$ cat src/rtl/mux7_pkg.sv
package mux7_pkg;

  localparam int SEG_W = 7;
  localparam int NIB_W = 4;

  typedef logic [SEG_W-1:0] seg_t;

  typedef struct packed {
    logic positive;
    logic over;
  } flags_t;

  localparam seg_t GLYPH_DARK  = 7'h00;
  localparam seg_t GLYPH_MINUS = 7'h40;
  localparam seg_t GLYPH_O     = 7'h3F;
  localparam seg_t GLYPH_F     = 7'h71;
  localparam seg_t GLYPH_L     = 7'h38;

  // bit 0 = segment a ... bit 6 = segment g
  function automatic seg_t bcd_glyph(input logic [NIB_W-1:0] d);
    seg_t g;
    case (d)
      4'd0: g = 7'h3F;
      4'd1: g = 7'h06;
      4'd2: g = 7'h5B;
      4'd3: g = 7'h4F;
      4'd4: g = 7'h66;
      4'd5: g = 7'h6D;
      4'd6: g = 7'h7D;
      4'd7: g = 7'h07;
      4'd8: g = 7'h7F;
      4'd9: g = 7'h6F;
      default: g = GLYPH_DARK;
    endcase
    return g;
  endfunction

endpackage

$ cat src/rtl/mux7_scan_timer.sv
module mux7_scan_timer #(
  parameter int SLOT_CLKS  = 512,
  parameter int GAP_CLKS   = 16,
  parameter int NUM_DIGITS = 4,
  localparam int PH_W = $clog2(SLOT_CLKS),
  localparam int SL_W = (NUM_DIGITS > 1) ? $clog2(NUM_DIGITS) : 1
) (
  input  logic            clk,
  input  logic            rst,
  output logic [SL_W-1:0] slot,
  output logic            slot_start,
  output logic            in_gap
);

  logic [PH_W-1:0] phase;
  logic            phase_last;
  logic            slot_last;

  assign phase_last = (phase == PH_W'(SLOT_CLKS - 1));
  assign slot_last  = (slot == SL_W'(NUM_DIGITS - 1));
  assign slot_start = (phase == '0);
  assign in_gap     = (phase < PH_W'(GAP_CLKS));

  always_ff @(posedge clk) begin
    if (rst) begin
      phase <= '0;
      slot  <= '0;
    end else begin
      phase <= phase_last ? '0 : phase + 1'b1;
      if (phase_last) begin
        slot <= slot_last ? '0 : slot + 1'b1;
      end
    end
  end

endmodule

$ cat src/rtl/mux7_frame_latch.sv
module mux7_frame_latch
  import mux7_pkg::*;
#(
  parameter int DATA_W = 16
) (
  input  logic              clk,
  input  logic              rst,
  input  logic              capture,
  input  logic [DATA_W-1:0] digits_in,
  input  flags_t            flags_in,
  output logic [DATA_W-1:0] digits_q,
  output flags_t            flags_q
);

  always_ff @(posedge clk) begin
    if (rst) begin
      digits_q <= '0;
      flags_q  <= '0;
    end else if (capture) begin
      digits_q <= digits_in;
      flags_q  <= flags_in;
    end
  end

endmodule

$ cat src/rtl/mux7_glyph_select.sv
module mux7_glyph_select
  import mux7_pkg::*;
#(
  parameter int NUM_DIGITS = 4,
  localparam int DATA_W = NUM_DIGITS * NIB_W,
  localparam int SL_W   = (NUM_DIGITS > 1) ? $clog2(NUM_DIGITS) : 1
) (
  input  logic [DATA_W-1:0] digits,
  input  flags_t            flags,
  input  logic [SL_W-1:0]   slot,
  output seg_t              glyph
);

  seg_t glyph_arr [NUM_DIGITS];

  for (genvar i = 0; i < NUM_DIGITS; i++) begin : g_pos
    logic [NIB_W-1:0] d;
    seg_t             over_g;
    seg_t             norm_g;

    assign d = digits[(NUM_DIGITS-1-i)*NIB_W +: NIB_W];

    if (i == 0) begin : g_lead
      assign over_g = flags.positive ? GLYPH_DARK : GLYPH_MINUS;
      assign norm_g = (d == '0) ? GLYPH_DARK : bcd_glyph(d);
    end else begin : g_rest
      if (i == NUM_DIGITS - 3) begin : g_o
        assign over_g = GLYPH_O;
      end else if (i == NUM_DIGITS - 2) begin : g_f
        assign over_g = GLYPH_F;
      end else if (i == NUM_DIGITS - 1) begin : g_l
        assign over_g = GLYPH_L;
      end else begin : g_blank
        assign over_g = GLYPH_DARK;
      end
      assign norm_g = bcd_glyph(d);
    end

    assign glyph_arr[i] = flags.over ? over_g : norm_g;
  end

  assign glyph = glyph_arr[slot];

endmodule

$ cat src/rtl/mux7_readout.sv
module mux7_readout
  import mux7_pkg::*;
#(
  parameter int SLOT_CLKS  = 512,
  parameter int GAP_DIV    = 32,
  parameter int NUM_DIGITS = 4,
  localparam int GAP_CLKS = SLOT_CLKS / GAP_DIV,
  localparam int DATA_W   = NUM_DIGITS * NIB_W
) (
  input  logic                  clk,
  input  logic                  rst,
  input  logic [DATA_W-1:0]     bcd_in,
  input  logic                  positive_in,
  input  logic                  overrange_in,
  output logic [SEG_W-1:0]      seg_out,
  output logic [NUM_DIGITS-1:0] digit_en,
  output logic                  sign_out,
  output logic                  overrange_out
);

  localparam int SL_W = (NUM_DIGITS > 1) ? $clog2(NUM_DIGITS) : 1;
  localparam logic [NUM_DIGITS-1:0] EN_LEAD = NUM_DIGITS'(1) << (NUM_DIGITS - 1);

  logic [SL_W-1:0]   slot;
  logic              slot_start;
  logic              in_gap;
  logic [DATA_W-1:0] digits_q;
  flags_t            flags_in;
  flags_t            flags_q;
  seg_t              glyph;

  assign flags_in = '{positive: positive_in, over: overrange_in};

  mux7_scan_timer #(
    .SLOT_CLKS (SLOT_CLKS),
    .GAP_CLKS  (GAP_CLKS),
    .NUM_DIGITS(NUM_DIGITS)
  ) u_timer (
    .clk       (clk),
    .rst       (rst),
    .slot      (slot),
    .slot_start(slot_start),
    .in_gap    (in_gap)
  );

  mux7_frame_latch #(
    .DATA_W(DATA_W)
  ) u_latch (
    .clk      (clk),
    .rst      (rst),
    .capture  (slot_start),
    .digits_in(bcd_in),
    .flags_in (flags_in),
    .digits_q (digits_q),
    .flags_q  (flags_q)
  );

  mux7_glyph_select #(
    .NUM_DIGITS(NUM_DIGITS)
  ) u_select (
    .digits(digits_q),
    .flags (flags_q),
    .slot  (slot),
    .glyph (glyph)
  );

  always_ff @(posedge clk) begin
    if (rst) begin
      seg_out       <= '0;
      digit_en      <= '0;
      sign_out      <= 1'b0;
      overrange_out <= 1'b0;
    end else begin
      sign_out      <= flags_q.positive;
      overrange_out <= flags_q.over;
      if (in_gap) begin
        seg_out  <= '0;
        digit_en <= '0;
      end else begin
        seg_out  <= glyph;
        digit_en <= EN_LEAD >> slot;
      end
    end
  end

endmodule

$ cat config.mk
export PLATFORM = sky130hd
export DESIGN_NAME = mux7_readout
export DESIGN_NICKNAME = d
export VERILOG_FILES = /design/src/rtl/mux7_pkg.sv /design/src/rtl/mux7_scan_timer.sv /design/src/rtl/mux7_frame_latch.sv /design/src/rtl/mux7_glyph_select.sv /design/src/rtl/mux7_readout.sv
export SDC_FILE = /design/constraint.sdc
export NUM_CORES = 1
export LEC_CHECK = 0
export BUFFER_PORTS_ARGS = -buffer_cell sky130_fd_sc_hd__buf_4
export CORE_UTILIZATION = 57
export DETAILED_ROUTE_END_ITERATION = 6
export PLACE_DENSITY = 0.77
export RECOVER_POWER = 100
export SYNTH_ARGS = -nofsm -noshare
export SYNTH_HDL_FRONTEND = slang
export SYNTH_SLANG_ARGS = --single-unit
export TNS_END_PERCENT = 50
$ cat constraint.sdc
create_clock -name clk -period 8 [get_ports clk]
set_input_delay 1.6 -clock clk [delete_from_list [all_inputs] [get_ports clk]]
set_output_delay 1.6 -clock clk [all_outputs]
set_load 0.05 [all_outputs]
== After elaboration in Yosys (flattened, before gate mapping) ==
Memories as Yosys holds them, arrays and structs flattened. A register that Yosys moved wholly into a read port is not among the register bits.
Index checks and enable logic that the tools add are counted.

* Mux-type cells: 18
* Add/sub/neg operators: 2
* Bitwise operators: 1
* Equality and inequality tests: 2
* Shifts and indexed selects: 1
* Reduce and logical (&&, ||, !) cells: 4
* Order comparisons: 2

{| class="wikitable"
|+ Operator list
! cell !! number
|-
| 7-bit two-way mux || 8
|-
| 4-bit two-way mux || 8
|-
| 7-bit binary-select mux with 2-bit select || 1
|-
| 9-bit by 1-bit adder with 9-bit output (second input constant) || 1
|-
| 9-bit == test (second input constant) || 1
|-
| 9-bit logical NOT || 1
|-
| 9-bit by 5-bit < comparator with 1-bit output (second input constant) || 1
|-
| 4-bit logical NOT || 1
|-
| 2-bit OR reduction || 2
|-
| 4-bit by 2-bit right shift with 4-bit output (first input constant) || 1
|-
| 3-bit >= comparator (second input constant) || 1
|-
| 2-bit inverter with 3-bit output || 1
|-
| 2-bit by 1-bit adder with 2-bit output (second input constant) || 1
|-
| 2-bit == test (second input constant) || 1
|-
| 2-bit two-way mux || 1
|}

* Output and inout bits: 13
* Logic and storage cells: 43
* Bits in read-only memories: 448
* Memories: 4
* Flip-flop bits (word level): 42
* Input bits: 20

{| class="wikitable"
|+ Memory list
! name !! words !! bits a word !! read ports !! clocked after memory_dff !! write ports !! RTL line !! text
|-
| (no name shown) || 16 || 7 || 1 || 1 || 0 || mux7_pkg.sv:22 || <nowiki>case (d)</nowiki>
|-
| (no name shown) || 16 || 7 || 1 || 1 || 0 || mux7_pkg.sv:22 ||
|-
| (no name shown) || 16 || 7 || 1 || 1 || 0 || mux7_pkg.sv:22 ||
|-
| (no name shown) || 16 || 7 || 1 || 1 || 0 || mux7_pkg.sv:22 ||
|}

== Depth between registers and ports, before layout ==
Gate-level depths: netlist of run 1.

* Depth after elaboration: 6
* Depth in mapped cells: 12
* Mapped depth without buffers: 10

== By module ==
A second synthesis of run 1 with hierarchy kept.

* Cell total of the unflattened synthesis: 298
* Area, all modules: 2645.0 um^2

{| class="wikitable"
|+ By module, submodules not included
! module !! instances !! cells each !! seq. area each (um^2) !! area an instance (um^2)
|-
| mux7_glyph_select || 1 || 157 || 0.0 || 1068.5
|-
| mux7_frame_latch || 1 || 58 || 360.3 || 649.4
|-
| mux7_scan_timer || 1 || 55 || 220.2 || 486.7
|-
| mux7_readout || 1 || 28 || 260.2 || 440.4
|}

== Least setup slack after synthesis of run 1 ==
Ideal clock, no wire load.

* Kind: input port to flip-flop
* Start: in rst
* End: reg (tool-made name)
* Slack: 4.820 ns
* Data required time: 7.860 ns
* Cell stages on the path: 8
* Data arrival time: 3.040 ns
* Cell sequence: clkbuf_1 -> buf_1 -> clkbuf_1 -> nor2_1 -> ha_1 -> inv_1 -> o21ai_0 -> o311ai_0

{| class="wikitable"
|+ RTL lines
! what !! RTL line !! text
|-
| from (decl) || mux7_readout.sv:11 || <nowiki>input logic rst,</nowiki>
|}

==> results.toml, run 1 <==
[critical_path]
worst-path-buf-inv = 2
critPathKind = "primary input to register"
cp.arrival_ns = 5.11
endpoint_kind = "register"
worst_setup_path_start_kind = "primary input"
path_max_fanout = 52
cpLargestDelayFamily = "buffers and inverters"
critical_path_required_ns = 8.22
crit_slowest_cell = "clkbuf_1"
critPathMaxStageDelay_ns = 1.47
crit_chain = "clkbuf_1, inv_1, and4_1, or2_0, o311ai_0"

[outcome]
violations = "max-capacitance violations, max-slew violations"
status = "finished with violations"

[placed_design]
dp_hpwl_um = 5730
io_buffer_count = 32
gp_congestion = 0.889
place_ws_ns = 4.35

[finish]
fin_util_pct = 63.5
antennaDiodeCount = 0
drive_gt1_share_pct = 12.4
fillCellCount = 540
nets = 471
syn_to_final_growth_pct = 7.94

[drt]
wl_met3_um = 481
wl_met2_um = 3780
antenna_left = 0
routed_wl_um = 8230
via_per_inst = 6.05
wl_per_cell_um = 16.3
via_count = 3053
drt_iter0_markers = 199
met1_length_um = 3870
drc_errors = 0
dr.pass1.iters = 5
top_layer = "met4"

[yosys]
synthFlopType = "dfxtp_1"
synth_cells = 402
synth_edf_count = 0
synthDistinctLibCells = 54
synth-seq-area-share_pct = 37.5
synth_area_um2 = 3740
async_flop_share_pct = 0
synth-seq-cells = 70
syn_avg_cell_area_um2 = 9.29
yosys_warnings = 0
syn_nets = 450

[global_route]
overflow = 0
grt_max_degree = 53
antenna_found_initial = 0
grt_pass1_wl_um = 14000
grt.total_usage_pct = 25.2
grt_pass1_vias = 2895

[die]
coreArea_um2 = 6350
start_util_pct = 58.8
rows = 29
dieHeight_um = 83.0
dieArea_um2 = 6880
dieWidth_um = 83.0
ioPinCount = 33

[cts]
ctsHoldBuffers = 0
cts_root_buffer = "clkbuf_8"
cts_setup_buffers = 0
cts_tree = "done"
path_clk_slew_ns = 0.07
htreeDepth = 3
clock_sinks = 70
clock_latency_ns = 0.34
cts_buffers = 9
cts_resized = 0
clockBufferDepth = 2

[sta]
grt_setup_unrepaired = "no"
setup_viol = 0
hold_slack_ns = 0.469
final.setup.worst_slack_ns = 3.11
fin_tns_setup_ns = 0
min_period_ns = 4.89
slew_viol_final = 53
hold_viol_final = 0
slew_headroom_pct = -39.1
max_freq_mhz = 205
tightest_slew_ns = 2.09
finalCritPeriodShare_pct = 61.1
final.setup_skew_ns = 0.00721

[flow_run]
drv_cap = 1

[power_and_ir_drop]
power.density_nw_per_um2 = 205
leakage_nw = 1.73
ir_worst_vdd_mv = 0.162

[worst_hold_path]
hp-class = "register to register"
[synthesized netlist by cell type (all sizes together) (5+ instances only)]
library cell / n / share of area [%]
o41ai: 8 / 2.3
a21oi: 8 / 1.1
dfxtp: 70 / 38
nor4b: 5 / 1.2
or2: 14 / 2.3
nor3b: 5 / 1.0
and3: 5 / 0.84
o21bai: 8 / 1.6
clkbuf: 15 / 2.0
a22oi: 5 / 1.0
o311ai: 12 / 3.2
nor3: 5 / 0.67
inv: 20 / 2.0
and4: 9 / 2.1
mux2i: 15 / 4.0
o21ai: 17 / 2.3
buf: 9 / 1.5
o211a: 8 / 2.1
xor2: 10 / 2.3
ha: 28 / 9.4
nand2: 7 / 0.70
nor2: 62 / 6.7
[layer usage]
metal,GRT usage [%],up-vias
met3,6.36,14
met5,0,-
met1,33.6,1437
met2,40.5,113
li1,-,1489
met4,6.74,0
[cell families (layout without fill, tap and decap cells)]
family	Yosys count	after routing	synth area share, %
xor+xnor	13	13	3.05
fa+ha+maj	28	28	9.38
mux	15	15	4.02
simple gates	137	137	20.2
buf+inv	44	70	5.59
flops	70	70	37.5
compound gates	95	95	20.3
[per-stage QoR]
stage	cells	power [mW]	area, um2
after floorplan	402	0.542	3740
after global placement	489	0.583	3970
after detailed placement	489	0.588	3970
after CTS	505	0.836	4140
after global routing	505	0.868	4030
final	505	0.826	4030
[layout by cell type, fill, tap and decap left out, types with 5 or more instances in the layout]
cell,netlist,final
dfxtp_1,70,70
nor2_1,61,61
ha_1,28,28
inv_1,20,20
buf_4,1,20
o21ai_0,17,17
mux2i_1,15,15
clkbuf_1,13,14
o311ai_0,5,12
xor2_1,10,10
clkbuf_8,2,10
and4_1,9,9
or2_2,9,8
o211a_1,8,8
a21oi_1,8,8
o21bai_1,8,8
o41ai_1,6,8
nand2_1,7,7
or2_0,1,6
and3_1,5,5
nor3b_1,5,5
a22oi_1,5,5
nor3_1,5,5
[final timing paths]
kind	startpoint	to	slack, ns	cells after the start
setup / recovery	rst	register	3.11	5
hold / removal	register	seg_out[6]	0.47	2
hold reg to reg	register	seg_out[6]	0.47	2
setup reg to reg	u_timer.phase[0]	u_select.g_pos[3].norm_g[3]	5.09	10
[sequential cells by signal (all words and copies together) (netlist names), 2 cells and up, named ones only]
| name | count |
|---|---|
| digit_en | 4 |
| seg_out | 7 |
| u_latch.digits_q | 16 |
| u_latch.flags_q | 2 |
| u_select.g_pos.norm_g | 21 |
| u_timer.phase | 9 |
| u_timer.slot | 2 |
[cell type report]
class	instances	area, um2	area share (%)
clock buffer	10	138	3.41
clock inverter	6	37.5	0.931
inverter	20	75.1	1.86
multi-input combinational	288	2080	51.6
sequential	70	1400	34.8
tap	77	96.3	2.39
timing repair buffer	34	203	5.03
[worst reg2reg max path, delay by kind of cell (launching register included)]
kind                     cells  cell delay, ns
AND/OR/NAND/NOR              3            1.40
adder cells (fa/ha/maj)      2            0.46
buffers and inverters        2            0.12
multiplexers                 1            0.21
flip-flops                   1            0.34
AO/OA/AOI/OAI                2            0.23
[where the power goes]
group	leakage, nW	switching (mW)	total (mW)	internal (mW)
Clock	0.0841	0.132	0.251	0.119
Sequential	0.577	0.0234	0.413	0.390
Combinational	1.07	0.0942	0.161	0.0670
Total	1.73	0.250	0.826	0.576
(Power assumes the default switching activity.)
==> run 2, diff against run 1 <==
==> constraint.sdc (replaced) <==
create_clock -name clk -period 4.5 [get_ports clk]
set_input_delay 0.9 -clock clk [delete_from_list [all_inputs] [get_ports clk]]
set_output_delay 0.9 -clock clk [all_outputs]
set_load 0.05 [all_outputs]
==> run 2 against run 1 <==
The flow now finishes without violations. Non-clock buffer count stayed put. First-iteration DRC count is 28% higher. Global-route usage is 0.54 points lower. Via count is 1.2% lower. Clock skew is 0.0033 ns higher. Routed wire length is 1.0% lower. Register-to-register slack worse by 3.7 ns. Total power is 84% higher. Largest power group unchanged. Highest routed layer unchanged.
==> results.toml, run 2 (synthesis results as in run 1) <==
[critical_path]
path_max_fanout = 28
worst_setup_path_start_kind = "register"
cp.arrival_ns = 3.32
r2r_setup_slack_ns = 1.39
critPathKind = "register to register"
ff2ff_path_depth = 8
crit_start = "u_timer.phase[0]"
critical_path_required_ns = 4.71
rr_endpoint = "u_select.g_pos[2].norm_g[3]"
crit_end = "u_select.g_pos[2].norm_g[3]"
r2r_start = "u_timer.phase[0]"
endpoint_kind = "register"

[finish]
layout_common_cells = "dfxtp_1 (70), nor2_1 (61), ha_1 (28)"
antennaDiodeCount = 0
nets = 471
syn_to_final_growth_pct = 8.51
stdcell_count = 505
largest_reg_flops = 21
mostFrequentLayoutCell = "dfxtp_1"
drive_gt1_share_pct = 12.4

[placed_design]
dp_hpwl_um = 5780
gp_congestion = 0.904
io_buffer_count = 32
dpl.cell_count = 489

[global_route]
grt_pass1_vias = 2799
grt_use_met3_pct = 6.06
grt.total_usage_pct = 24.6
grt_max_degree = 53
overflow = 0
grt_util_met2_pct = 39.3
grtUsageMet1_pct = 32.3
antenna_found_initial = 0
grt-busiest-layer = "met2"
grt_pass1_wl_um = 13500

[drt]
via_count = 3017
routed_wl_um = 8150
drc_errors = 0
drt_iter0_markers = 254
via_per_inst = 5.97
wl_per_cell_um = 16.1
dr.pass1.iters = 7
antenna_left = 0

[die]
dieArea_um2 = 6880
start_util_pct = 58.8
rows = 29
coreArea_um2 = 6350
dieHeight_um = 83.0
dieWidth_um = 83.0
ioPinCount = 33

[sta]
fin_tns_setup_ns = 0
min_period_ns = 3.11
slew_viol_final = 0
tightest_slew_ns = 1.04
finalCritPeriodShare_pct = 69.1
setup_viol = 0
slew_headroom_pct = 30.1
final.setup_skew_ns = 0.0105
max_freq_mhz = 322
hold_viol_final = 0
grt_setup_unrepaired = "no"

[flow_run]
drv_cap = 0

[cts]
clock_sinks = 70
cts_buffers = 9
cts_resized = 0
path_clk_slew_ns = 0.08
htreeDepth = 3
ctsHoldBuffers = 0
cts_tree = "done"
clock_latency_ns = 0.35
cts_root_buffer = "clkbuf_8"
cts_setup_buffers = 0
clockBufferDepth = 2

[power_and_ir_drop]
p_int_mw = 1.07
ir_worst_vdd_mv = 0.315
p_sw_share_pct = 30.0
p_sw_uw = 456
leakage_nw = 1.75
power.share.sequential_pct = 48.1
clock_power_share_pct = 33.3
p_comb_share_pct = 18.6
power.density_nw_per_um2 = 376

[worst_hold_path]
hold-path-cell-count = 2
hp-class = "register to register"

[outcome]
status = "finished, final reports clean"
## run 2: changes by cell type in the layout (fill, tap and decap cells not counted), sizes merged
cell	previous run	this run
buf	20	21
clkinvlp	3	2
bufinv	0	1
clkbuf	24	22
inv	20	21
## run 2: worst min-delay path by stage
stage | startpoint | endpoint | slack, ns
floorplan | u_timer.phase[0] | u_timer.phase[0] | 0.43
global placement | u_timer.phase[0] | u_timer.phase[0] | 0.45
detailed placement | register | seg_out[6] | 0.45
CTS | register | seg_out[6] | 0.46
global route | register | seg_out[6] | 0.52
finish | register | seg_out[6] | 0.47
## run 2: metrics by stage
stage	area (um2)	total power [mW]	worst slack, ns	hold WS, ns	utilization [%]
final	4050	1.52	1.39	0.466	63.8
after global routing	4050	1.59	1.17	0.521	63.8
after CTS	4160	1.54	1.63	0.464	65.6
after detailed placement	3970	1.04	1.57	0.453	62.5
after global placement	3970	1.04	1.59	0.445	62.5
after floorplan	3740	0.963	1.98	0.430	-
## run 2: layout make-up
type                       instances  area (um2)
clock buffer                       9         124
clock inverter                     7        72.6
fill                             539        2300
inverter                          20        75.1
multi-input combinational        288        2080
sequential                        70        1400
tap                               77        96.3
timing repair buffer              34         206
## run 2: power groups by stage
stage	logic, mW	clock network [mW]	registers (mW)
CTS	0.299	0.511	0.732
detailed placement	0.298	0	0.746
global route	0.316	0.538	0.739
global placement	0.292	0	0.744
floorplan	0.231	0	0.732
finish	0.284	0.506	0.732
## run 2: per-layer routing
layer  part of all wire [%]  vias up
li1                       -     1500
met1                     46     1389
met2                     45      113
met3                    6.5       15
met4                    1.9        0
met5                      0        -
## run 2: critical path, cell delays in order (launching register included)
cell and delay [ns]:
dfxtp_1 0.35, inv_1 0.07, ha_1 0.15, or4b_1 0.75, nor2_8 0.50, mux2i_1 0.18
or2_2 0.33, ha_1 0.21, o311ai_0 0.43
